### src/rtl/dma_req_pkg.sv
package dma_req_pkg;
  localparam int unsigned DEF_NUM_CH = 16;

  // Scope bit carried at the top of a single-channel command
  typedef enum logic {
    SCOPE_ONE = 1'b0,
    SCOPE_ALL = 1'b1
  } wr_scope_e;
endpackage

### src/rtl/dma_req_chan_decode.sv
module dma_req_chan_decode #(
  parameter int unsigned NUM_CH = 16,
  localparam int unsigned CH_W = $clog2(NUM_CH)
) (
  input  logic              cmd_en,
  input  logic [CH_W:0]     cmd,
  output logic [NUM_CH-1:0] mask
);
  import dma_req_pkg::*;

  wr_scope_e scope;
  assign scope = wr_scope_e'(cmd[CH_W]);

  for (genvar i = 0; i < NUM_CH; i++) begin : g_bit
    assign mask[i] = cmd_en &&
                     ((scope == SCOPE_ALL) || (cmd[CH_W-1:0] == CH_W'(i)));
  end

  // a single-channel command touches at most one channel
  always_comb begin
    if (cmd_en && scope == SCOPE_ONE)
      one_hot_chk: assert ($onehot0(mask));
  end
endmodule

### src/rtl/dma_req_enable_reg.sv
module dma_req_enable_reg #(
  parameter int unsigned NUM_CH = 16
) (
  input  logic              clk,
  input  logic              rst_n,
  input  logic              map_wr_en,
  input  logic [NUM_CH-1:0] map_wr_data,
  input  logic [NUM_CH-1:0] set_mask,
  input  logic [NUM_CH-1:0] clr_mask,
  output logic [NUM_CH-1:0] en_map
);
  logic [NUM_CH-1:0] after_map, after_set, nxt_map;

  // order: full write, then set, then clear
  always_comb begin
    after_map = map_wr_en ? map_wr_data : en_map;
    after_set = after_map | set_mask;
    nxt_map   = after_set & ~clr_mask;
  end

  always_ff @(posedge clk) begin
    if (!rst_n) en_map <= '0;
    else        en_map <= nxt_map;
  end


  reset_clear_chk: assert property (@(posedge clk)
    !rst_n |=> en_map == '0);


  set_lands_chk: assert property (@(posedge clk) disable iff (!rst_n)
    (|set_mask) && !(|(set_mask & clr_mask)) |=>
      (en_map & $past(set_mask)) == $past(set_mask));


  clr_lands_chk: assert property (@(posedge clk) disable iff (!rst_n)
    (|clr_mask) |=> (en_map & $past(clr_mask)) == '0);


  map_hold_chk: assert property (@(posedge clk) disable iff (!rst_n)
    !map_wr_en && !(|set_mask) && !(|clr_mask) |=> $stable(en_map));
endmodule

### src/rtl/dma_req_accept.sv
module dma_req_accept #(
  parameter int unsigned NUM_CH = 16
) (
  input  logic              clk,
  input  logic              rst_n,
  input  logic [NUM_CH-1:0] en_map,
  input  logic [NUM_CH-1:0] hw_req,
  input  logic [NUM_CH-1:0] sw_req,
  input  logic [NUM_CH-1:0] link_req,
  output logic [NUM_CH-1:0] acc_req
);
  for (genvar i = 0; i < NUM_CH; i++) begin : g_ch
    logic gated_hw;
    assign gated_hw = hw_req[i] & en_map[i];
    always_ff @(posedge clk) begin
      if (!rst_n) acc_req[i] <= 1'b0;
      else        acc_req[i] <= gated_hw | sw_req[i] | link_req[i];
    end
  end


  hw_blocked_chk: assert property (@(posedge clk) disable iff (!rst_n)
    |(hw_req & ~en_map & ~sw_req & ~link_req) |=>
      (acc_req & $past(hw_req & ~en_map & ~sw_req & ~link_req)) == '0);


  bypass_chk: assert property (@(posedge clk) disable iff (!rst_n)
    |(sw_req | link_req) |=>
      (acc_req & $past(sw_req | link_req)) == $past(sw_req | link_req));


  idle_drop_chk: assert property (@(posedge clk) disable iff (!rst_n)
    !(|(hw_req | sw_req | link_req)) |=> acc_req == '0);


  acc_reset_chk: assert property (@(posedge clk)
    !rst_n |=> acc_req == '0);
endmodule

### src/rtl/dma_req_gate.sv
module dma_req_gate #(
  parameter int unsigned NUM_CH = dma_req_pkg::DEF_NUM_CH,
  localparam int unsigned CH_W = $clog2(NUM_CH)
) (
  input  logic              clk,
  input  logic              rst_n,
  input  logic              map_wr_en,
  input  logic [NUM_CH-1:0] map_wr_data,
  input  logic              set_wr_en,
  input  logic [CH_W:0]     set_cmd,
  input  logic              clr_wr_en,
  input  logic [CH_W:0]     clr_cmd,
  input  logic [NUM_CH-1:0] hw_req,
  input  logic [NUM_CH-1:0] sw_req,
  input  logic [NUM_CH-1:0] link_req,
  output logic [NUM_CH-1:0] en_map,
  output logic [NUM_CH-1:0] acc_req
);
  logic [NUM_CH-1:0] set_mask, clr_mask;

  dma_req_chan_decode #(.NUM_CH(NUM_CH)) u_set_dec (
    .cmd_en(set_wr_en), .cmd(set_cmd), .mask(set_mask)
  );

  dma_req_chan_decode #(.NUM_CH(NUM_CH)) u_clr_dec (
    .cmd_en(clr_wr_en), .cmd(clr_cmd), .mask(clr_mask)
  );

  dma_req_enable_reg #(.NUM_CH(NUM_CH)) u_map (
    .clk(clk), .rst_n(rst_n),
    .map_wr_en(map_wr_en), .map_wr_data(map_wr_data),
    .set_mask(set_mask), .clr_mask(clr_mask),
    .en_map(en_map)
  );

  dma_req_accept #(.NUM_CH(NUM_CH)) u_acc (
    .clk(clk), .rst_n(rst_n),
    .en_map(en_map), .hw_req(hw_req), .sw_req(sw_req), .link_req(link_req),
    .acc_req(acc_req)
  );


  full_write_chk: assert property (@(posedge clk) disable iff (!rst_n)
    map_wr_en && !set_wr_en && !clr_wr_en |=> en_map == $past(map_wr_data));


  clear_wins_chk: assert property (@(posedge clk) disable iff (!rst_n)
    clr_wr_en && clr_cmd[CH_W] |=> en_map == '0);
endmodule

### config.mk
export PLATFORM = sky130hd
export DESIGN_NAME = dma_req_gate
export DESIGN_NICKNAME = d
export VERILOG_FILES = /design/src/rtl/dma_req_pkg.sv /design/src/rtl/dma_req_chan_decode.sv /design/src/rtl/dma_req_enable_reg.sv /design/src/rtl/dma_req_accept.sv /design/src/rtl/dma_req_gate.sv
export SDC_FILE = /design/constraint.sdc
export NUM_CORES = 1
export LEC_CHECK = 0
export ABC_AREA = 1
export CORE_UTILIZATION = 39
export CTS_BUF_LIST = sky130_fd_sc_hd__clkbuf_16
export DETAILED_ROUTE_END_ITERATION = 10
export PLACE_DENSITY = 0.78
export SYNTH_ARGS = -nofsm -noshare
export SYNTH_HDL_FRONTEND = slang
export SYNTH_HIERARCHICAL = 1
export SYNTH_SLANG_ARGS = --single-unit
### constraint.sdc
create_clock -name clk -period 0.99 [get_ports clk]
set_input_delay 0.198 -clock clk [delete_from_list [all_inputs] [get_ports clk]]
set_output_delay 0.198 -clock clk [all_outputs]
set_load 0.01 [all_outputs]
==> key figures, run 1 <==
Timing
  – WHS: 0.4777 ns
  – Slew HR: 0.8216
  – Endpoints failing setup: 1
  – Worst Tran Pin Value: 0.2676 ns
  – Final Max Slew Viols: 0
  – Final hold vios: 0
  – Period Utilization, post-route: 1.049
  – TNS Setup: -0.04825 ns
  – Fin worst setup slack: -0.04825 ns
  – Fin crit period: 1.038 ns
  – Maximum clock frequency: 963.2 MHz
  – Clock skew: 0.002713 ns

Floorplanning
  – Row cnt: 25
  – Die Y: 73.83 um
  – Starting Density: 0.4150
  – Die Width: 73.83 um
  – Number of placed I/O pins: 111
  – CORE AREA: 0.004848 sq mm
  – Die ar.: 0.005450 sq mm

Global routing
  – Number of global-route vias before repair: 2169
  – First-pass GRT wire length: 9701 um
  – Initial antenna violation count: 0
  – Total track usage: 0.2359
  – Total gr overflow: 0
  – Largest net degree at the start of global routing: 33

Placed design
  – Place WS: -0.5172 ns
  – Hpwl dp: 4644 um
  – Count of input and output buffers: 110
  – DP Cell Count: 523
  – GP Congestion: 0.8976
  – Area after DPL: 0.003371 sq mm

Synthesis
  – Post-Synth Adder-Cell Area: 0
  – XOR/XNOR Fraction of Synth Area: 0
  – Count leader, synth: nand2_1
  – Synth cell types: 12
  – Synth Net Count: 410
  – Post-synth top cells: nand2_1 (100), nor2_1 (68), inv_1 (52)
  – Synthesis Warnings: 6
  – Top_reg_cell synth: dfxtp_1
  – Cell Area, Synth: 0.002012 sq mm
  – Synth top area cells: dfxtp_1 (32%), nand2_1 (19%), nor2_1 (13%)
  – EDFF count, synth: 0
  – Synth top area share: 0.3184
  – Simple-gate share of the synthesized area: 0.3582
  – Mux cell area share after synthesis: 0
  – Yosys reg bits: 32
  – Cell taking the most area after synthesis: dfxtp_1
  – Register area share after synthesis: 0.3184
  – Mapped Cells: 331
  – Syn Area/Cell: 6.078 sq um
  – Compound-gate portion of the synthesized area: 0.1642
  – Largest family of logic cells by synthesized area: simple AND/OR/NAND/NOR gates
  – Share of async-settable or async-resettable flops after synthesis: 0

Pwr
  – Peak supply drop: 0.7819 mV
  – Static leakage: 1.721 nW
  – Overall power: 4.389 mW
  – PwrDens: 1207 mW/mm^2

Routing
  – Vias: 2456
  – Pre-antenna DRT Iters: 4
  – Antenna-violating nets left: 0
  – Via/cell ratio: 4.582
  – WL/cell: 13.62 um
  – Detailed-route DRC error count: 0
  – WL final: 7298 um
  – Initial drt markers: 116

Status
  – Status: finished, violations left
  – Failing checks: setup timing

Setup path
  – Crit path cell chain: dlygate4sd2_1 > inv_2 > bufbuf_16 > a21oi_1 > inv_1 > nand2_1 > nor2_1 > nor2_1
  – Max incr delay on CP: 0.27 ns
  – R2R Setup Slk: 0.10 ns
  – Required @ worst endpoint: 1.15 ns
  – CP arrival: 1.20 ns
  – CP startpoint kind: primary input
  – Crit path max fanout: 8
  – CP max stage cell: bufbuf_16
  – Crit Path Category: primary input to flip-flop
  – Worst setup EP type: flip-flop
  – Most used cell, CP: nor2_1

Finish
  – Nets: 547
  – Layout Utilization: 0.7497
  – Synth-to-layout area growth: 80.66%
  – Layout cells sized above 1: 0.3092
  – Fin cells: 536
  – Fin area: 0.003635 sq mm
  – N_diodes: 0

Job
  – Max-cap viol count: 0

Clocking
  – Count of hold-fix buffers inserted at cts: 0
  – Post-CTS Setup Inserts: 0
  – H-tree levels: 2
  – Deepest clock path buffer count: 2
  – Clock Sinks: 32
  – CTS tree: yes
  – Clock latency on the worst-skew pair: 0.27 ns
  – Clock-pin slew on the worst setup and hold paths: 0.05 ns
  – TritonCTS Buffers: 5
  – Root buffer cell: clkbuf_16

Min path
  – Worst hold path type: primary input to flip-flop
-- routing by layer --
metal	up-vias	GRT usage	part of all wire
met5	-	0	0
met4	0	0.06624	0.021
met3	10	0.04664	0.060
met2	93	0.4292	0.52
met1	1104	0.2784	0.40
li1	1249	-	-
-- critical path, delay by kind of cell --
kind,cells,cell delay (ns)
compound gates,1,0.07
buf+inv,4,0.67
simple gates,3,0.27
-- cells by family after synthesis --
kind of cell / after synthesis
AO/OA/AOI/OAI: 48
flip-flops: 32
buffers and inverters: 75
AND/OR/NAND/NOR: 176
-- cell usage in the layout, fill, tap and decap left out --
master,instances
dfxtp_1,30
nand2_2,2
buf_6,2
clkbuf_2,6
nor2_4,10
buf_12,5
dlymetal6s2s_1,4
clkbuf_16,9
inv_1,48
bufbuf_16,1
dlygate4sd2_1,1
nor2_2,2
clkdlybuf4s15_1,2
a21oi_4,8
bufinv_16,1
inv_4,1
dfxtp_2,2
nand2_1,98
clkdlybuf4s50_1,65
a21oi_2,30
buf_4,18
a21oi_1,10
nor2_1,64
inv_2,16
buf_2,32
clkinv_1,2
-- path summary, 6_finish.rpt --
check / endpoint / depth (start not counted) / from
max: u_map/en_map[1]$_SDFF_PN0_ / 8 / set_cmd[4]
min: u_acc/acc_req[10]$_SDFF_PN0_ / 3 / hw_req[10]
max reg2reg: u_map/en_map[0]$_SDFF_PN0_ / 5 / u_map/en_map[0]$_SDFF_PN0_
min reg2reg: u_acc/acc_req[14]$_SDFF_PN0_ / 3 / u_map/en_map[14]$_SDFF_PN0_
-- where the power goes --
group          internal [mW]  total (mW)  leakage (nW)  switching (mW)
Combinational          0.651        1.24          1.37           0.584
Sequential              1.38        1.42         0.268          0.0358
Clock                   1.17        1.73        0.0789           0.564
-- final cells by class --
cell class              instances  area [sq um]
clock buffers                   5         125.1
clock inverters                 3         37.54
fillers                       395          1214
inverters                      65         246.5
multi-input cells             224          1189
flip-flops and latches         32         643.1
well taps                      67         83.83
repair buffers                140          1310
-- flip-flops by register name, indices dropped and copies added (netlist names) --
signal         count
u_acc/acc_req     16
u_map/en_map      16
-- timing repair --
item | 4_1_cts | 5_1_grt
hold endpoints to repair | 0 | 0
setup endpoints to repair | 48 | 23
gates resized for setup | 151 | 44
gates cloned | 1 | 4
pin swaps | 2 | 9
No activity file was read; power rests on OpenSTA's default activity.
==> inputs of run 2 (changes only) <==
- CELL_PAD_IN_SITES_DETAIL_PLACEMENT: default -> 0
- CELL_PAD_IN_SITES_GLOBAL_PLACEMENT: default -> 1
- CORE_UTILIZATION: 39 -> 25
- PLACE_DENSITY: 0.78 -> 0.77
==> run 2 against run 1 <==
  * The flow now finishes without violations
  * Sequential cell count unchanged
  * Worst setup slack improved by 0.078 ns
  * Core utilization decreased by 29 points
  * Sequential share of layout area increased by 0.10 points
  * Combinational power decreased by 4%
  * First-iteration DRC count decreased by 35%
  * Global-route usage decreased by 7.7 points
  * Cell area decreased by 0.76%
  * Wire length decreased by 8.6%
==> key figures, run 2 (synthesized netlist as in run 1, its figures left out) <==
Status
  – Status: finished clean

Routing
  – Antenna-violating nets left: 0 (unchanged)
  – Vias: 2344 (-4.6%)
  – Pre-antenna DRT Iters: 4 (unchanged)
  – Initial drt markers: 75 (-35%)
  – Via/cell ratio: 4.112 (-10%)
  – WL final: 6669 um (-8.6%)
  – WL/cell: 11.70 um (-14%)
  – Detailed-route DRC error count: 0 (unchanged)

Clocking
  – CTS tree: yes
  – Clock-pin slew on the worst setup and hold paths: 0.05 ns (about the same)
  – Clock Sinks: 32 (unchanged)
  – TritonCTS Buffers: 5 (unchanged)
  – Deepest clock path buffer count: 2 (unchanged)
  – Root buffer cell: clkbuf_16
  – Clock latency on the worst-skew pair: 0.27 ns (about the same)
  – H-tree levels: 2 (unchanged)
  – Count of hold-fix buffers inserted at cts: 0 (unchanged)

Pwr
  – Combinational Power Share: 0.276 (-0.006)
  – Peak supply drop: 0.4994 mV (-36%)
  – Static leakage: 1.704 nW (-1.0%)
  – PwrDens: 1198 mW/mm^2 (-0.80%)
  – Share of power burned in registers: 0.328 (+0.004)
  – Net Switching: 1.120 mW (-5.4%)
  – Internal power: 3.201 mW (-0.12%)
  – Switching Fraction: 0.2592 (-0.01063)
  – Clock share of power: 0.397 (+0.002)

Global routing
  – Number of global-route vias before repair: 2225 (+2.6%)
  – First-pass GRT wire length: 10590 um (+9.2%)
  – Total track usage: 0.1593 (-0.07669)
  – Largest net degree at the start of global routing: 17 (-48%)
  – Total gr overflow: 0 (unchanged)
  – Initial antenna violation count: 0 (unchanged)

Setup path
  – CP startpoint kind: flip-flop
  – Crit path max fanout: 2 (-6)
  – CP max stage cell: dfxtp_1
  – Buffers and inverters on the worst path: 1 (-3)
  – Crit path cell chain: buf_2
  – Required @ worst endpoint: 0.79 ns (-0.36 ns)
  – FF-to-FF path depth: 5 (unchanged)
  – Crit Path Category: flip-flop to output port
  – Max incr delay on CP: 0.34 ns (+0.07 ns)
  – Worst setup EP type: output port
  – CP arrival: 0.76 ns (-0.44 ns)
  – R2R Setup Slk: 0.16 ns (+0.06 ns)
  – Reg-to-Reg End: u_map/en_map[1]$_SDFF_PN0_
  – Crit path max-delay family: flip-flops
  – FF-to-FF Start: u_map/en_map[1]$_SDFF_PN0_

Placed design
  – GP Congestion: 0.8383 (-6.6%)
  – Hpwl dp: 4976 um (+7.1%)
  – Count of input and output buffers: 110 (unchanged)
  – DP Cell Count: 556 (+6.3%)
  – Area after DPL: 0.003400 sq mm (+0.85%)

Finish
  – Most frequent cells in the layout: nand2_1 (98), clkdlybuf4s50_1 (65), nor2_1 (64)
  – Top flop regs: u_acc/acc_req: 16 flops, u_map/en_map: 16 flops
  – Layout cells sized above 1: 0.3034 (-0.005750)
  – Fin cells: 570 (+6.3%)
  – Fillers: 824 (+110%)
  – Synth-to-layout area growth: 79.29%
  – N_diodes: 0 (unchanged)
  – Commonest non-fill, non-tap cell in the layout: nand2_1
  – Nets: 546 (-0.18%)
  – Fin area: 0.003607 sq mm (-0.76%)

Floorplanning
  – Number of placed I/O pins: 111 (unchanged)
  – Row cnt: 32 (+28%)
  – Die Width: 91.71 um (+24%)
  – Die Y: 91.71 um (+24%)
  – Starting Density: 0.2590 (-0.1559)
  – CORE AREA: 0.007767 sq mm (+60%)
  – Die ar.: 0.008411 sq mm (+54%)

Min path
  – Worst hold path type: primary input to flip-flop
  – Hold Path Depth: 7 (+4)
  – Hold path startpoint: clr_cmd[3]
  – Hold EP: u_map/en_map[5]$_SDFF_PN0_

Timing
  – Fin crit period: 0.9606 ns (-0.07760 ns)
  – Slew HR: 0.8266 (+0.004988)
  – Endpoints failing setup: 0 (-1)
  – Final hold vios: 0 (unchanged)
  – Worst Tran Pin Value: 0.2601 ns (-0.007481 ns)
  – WHS: 0.4774 ns (-0.0002770 ns)
  – Period Utilization, post-route: 0.9704 (-0.07839)
  – RSZ-0062 raised after global routing: no
  – Clock skew: 0.002527 ns (-0.0001859 ns)
  – Maximum clock frequency: 1041 MHz (+8.1%)
  – Final Max Slew Viols: 0 (unchanged)

Job
  – Max-cap viol count: 0 (unchanged)
## run 2: layout make-up
| class | instances | area, sq um | area share |
|---|---|---|---|
| Timing Repair Buffer | 139 | 1294 | 0.3587 |
| Multi-Input combinational cell | 224 | 1134 | 0.3143 |
| Sequential cell | 32 | 641.9 | 0.1779 |
| Inverter | 65 | 246.5 | 0.06833 |
| Tap cell | 102 | 127.6 | 0.03538 |
| Clock buffer | 5 | 125.1 | 0.03469 |
| Clock inverter | 3 | 38.79 | 0.01075 |
## run 2: layer usage
metal  track usage  up-vias  part of all wire
li1              -     1243                 -
met1        0.2043     1024              0.46
met2        0.2719       66              0.47
met3       0.01990       11             0.051
met4       0.05990        0             0.016
met5             0        -                 0
## run 2: worst reg2reg max path, stage by stage, from the launching register on
cell     delay [ns]
dfxtp_1        0.34
buf_4          0.12
inv_1          0.04
nor2_1         0.11
nor2_1         0.06
nor2_1         0.09
## run 2: how the worst max path moves through the flow
stage | from | slack (ns) | endpoint | cells past startpoint
floorplan | set_wr_en | 0.06 | u_map/en_map[2]$_SDFF_PN0_ | 7
global placement | clr_cmd[1] | -0.53 | u_map/en_map[8]$_SDFF_PN0_ | 7
detailed placement | set_cmd[1] | -0.57 | u_map/en_map[8]$_SDFF_PN0_ | 8
global route | rst_n | 0.002 | u_map/en_map[1]$_SDFF_PN0_ | 4
CTS | clr_cmd[4] | -0.006 | u_map/en_map[11]$_SDFF_PN0_ | 7
finish | u_map/en_map[1]$_SDFF_PN0_ | 0.03 | en_map[1] | 1
## run 2: repair_timing
action                     in CTS  in global routing
hold endpoints to repair        0                  0
resized for setup             148                 39
cloned                          3                  2
setup buffers                   0                  1
pin swaps                       3                  3
setup endpoints to repair      48                 29
## run 2: metrics by stage
step	utilization	power, mW	worst slack, ns	TNS, ns
detailed placement	0.4377	2.627	-0.5713	-13.17
global placement	0.4377	2.617	-0.5274	-12.55
floorplan	-	1.919	0.05826	0
global route	0.4644	4.542	0.001998	0
finish	0.4644	4.321	0.02935	0
CTS	0.4567	4.332	-0.006412	-0.01445
## run 2: power by group through the flow
stage	sequential (mW)	combinational (mW)	clock, mW
final	1.42	1.19	1.71
after global routing	1.43	1.30	1.81
after CTS	1.41	1.16	1.75
after detailed placement	1.45	1.18	0
after global placement	1.44	1.17	0
after floorplan	1.50	0.419	0
==> inputs of run 3 (changes only) <==
- SLEW_MARGIN: default -> 20
- TNS_END_PERCENT: default -> 100
==> results of run 3 <==
Final layout, timing and power as in run 2 (identical DEF).
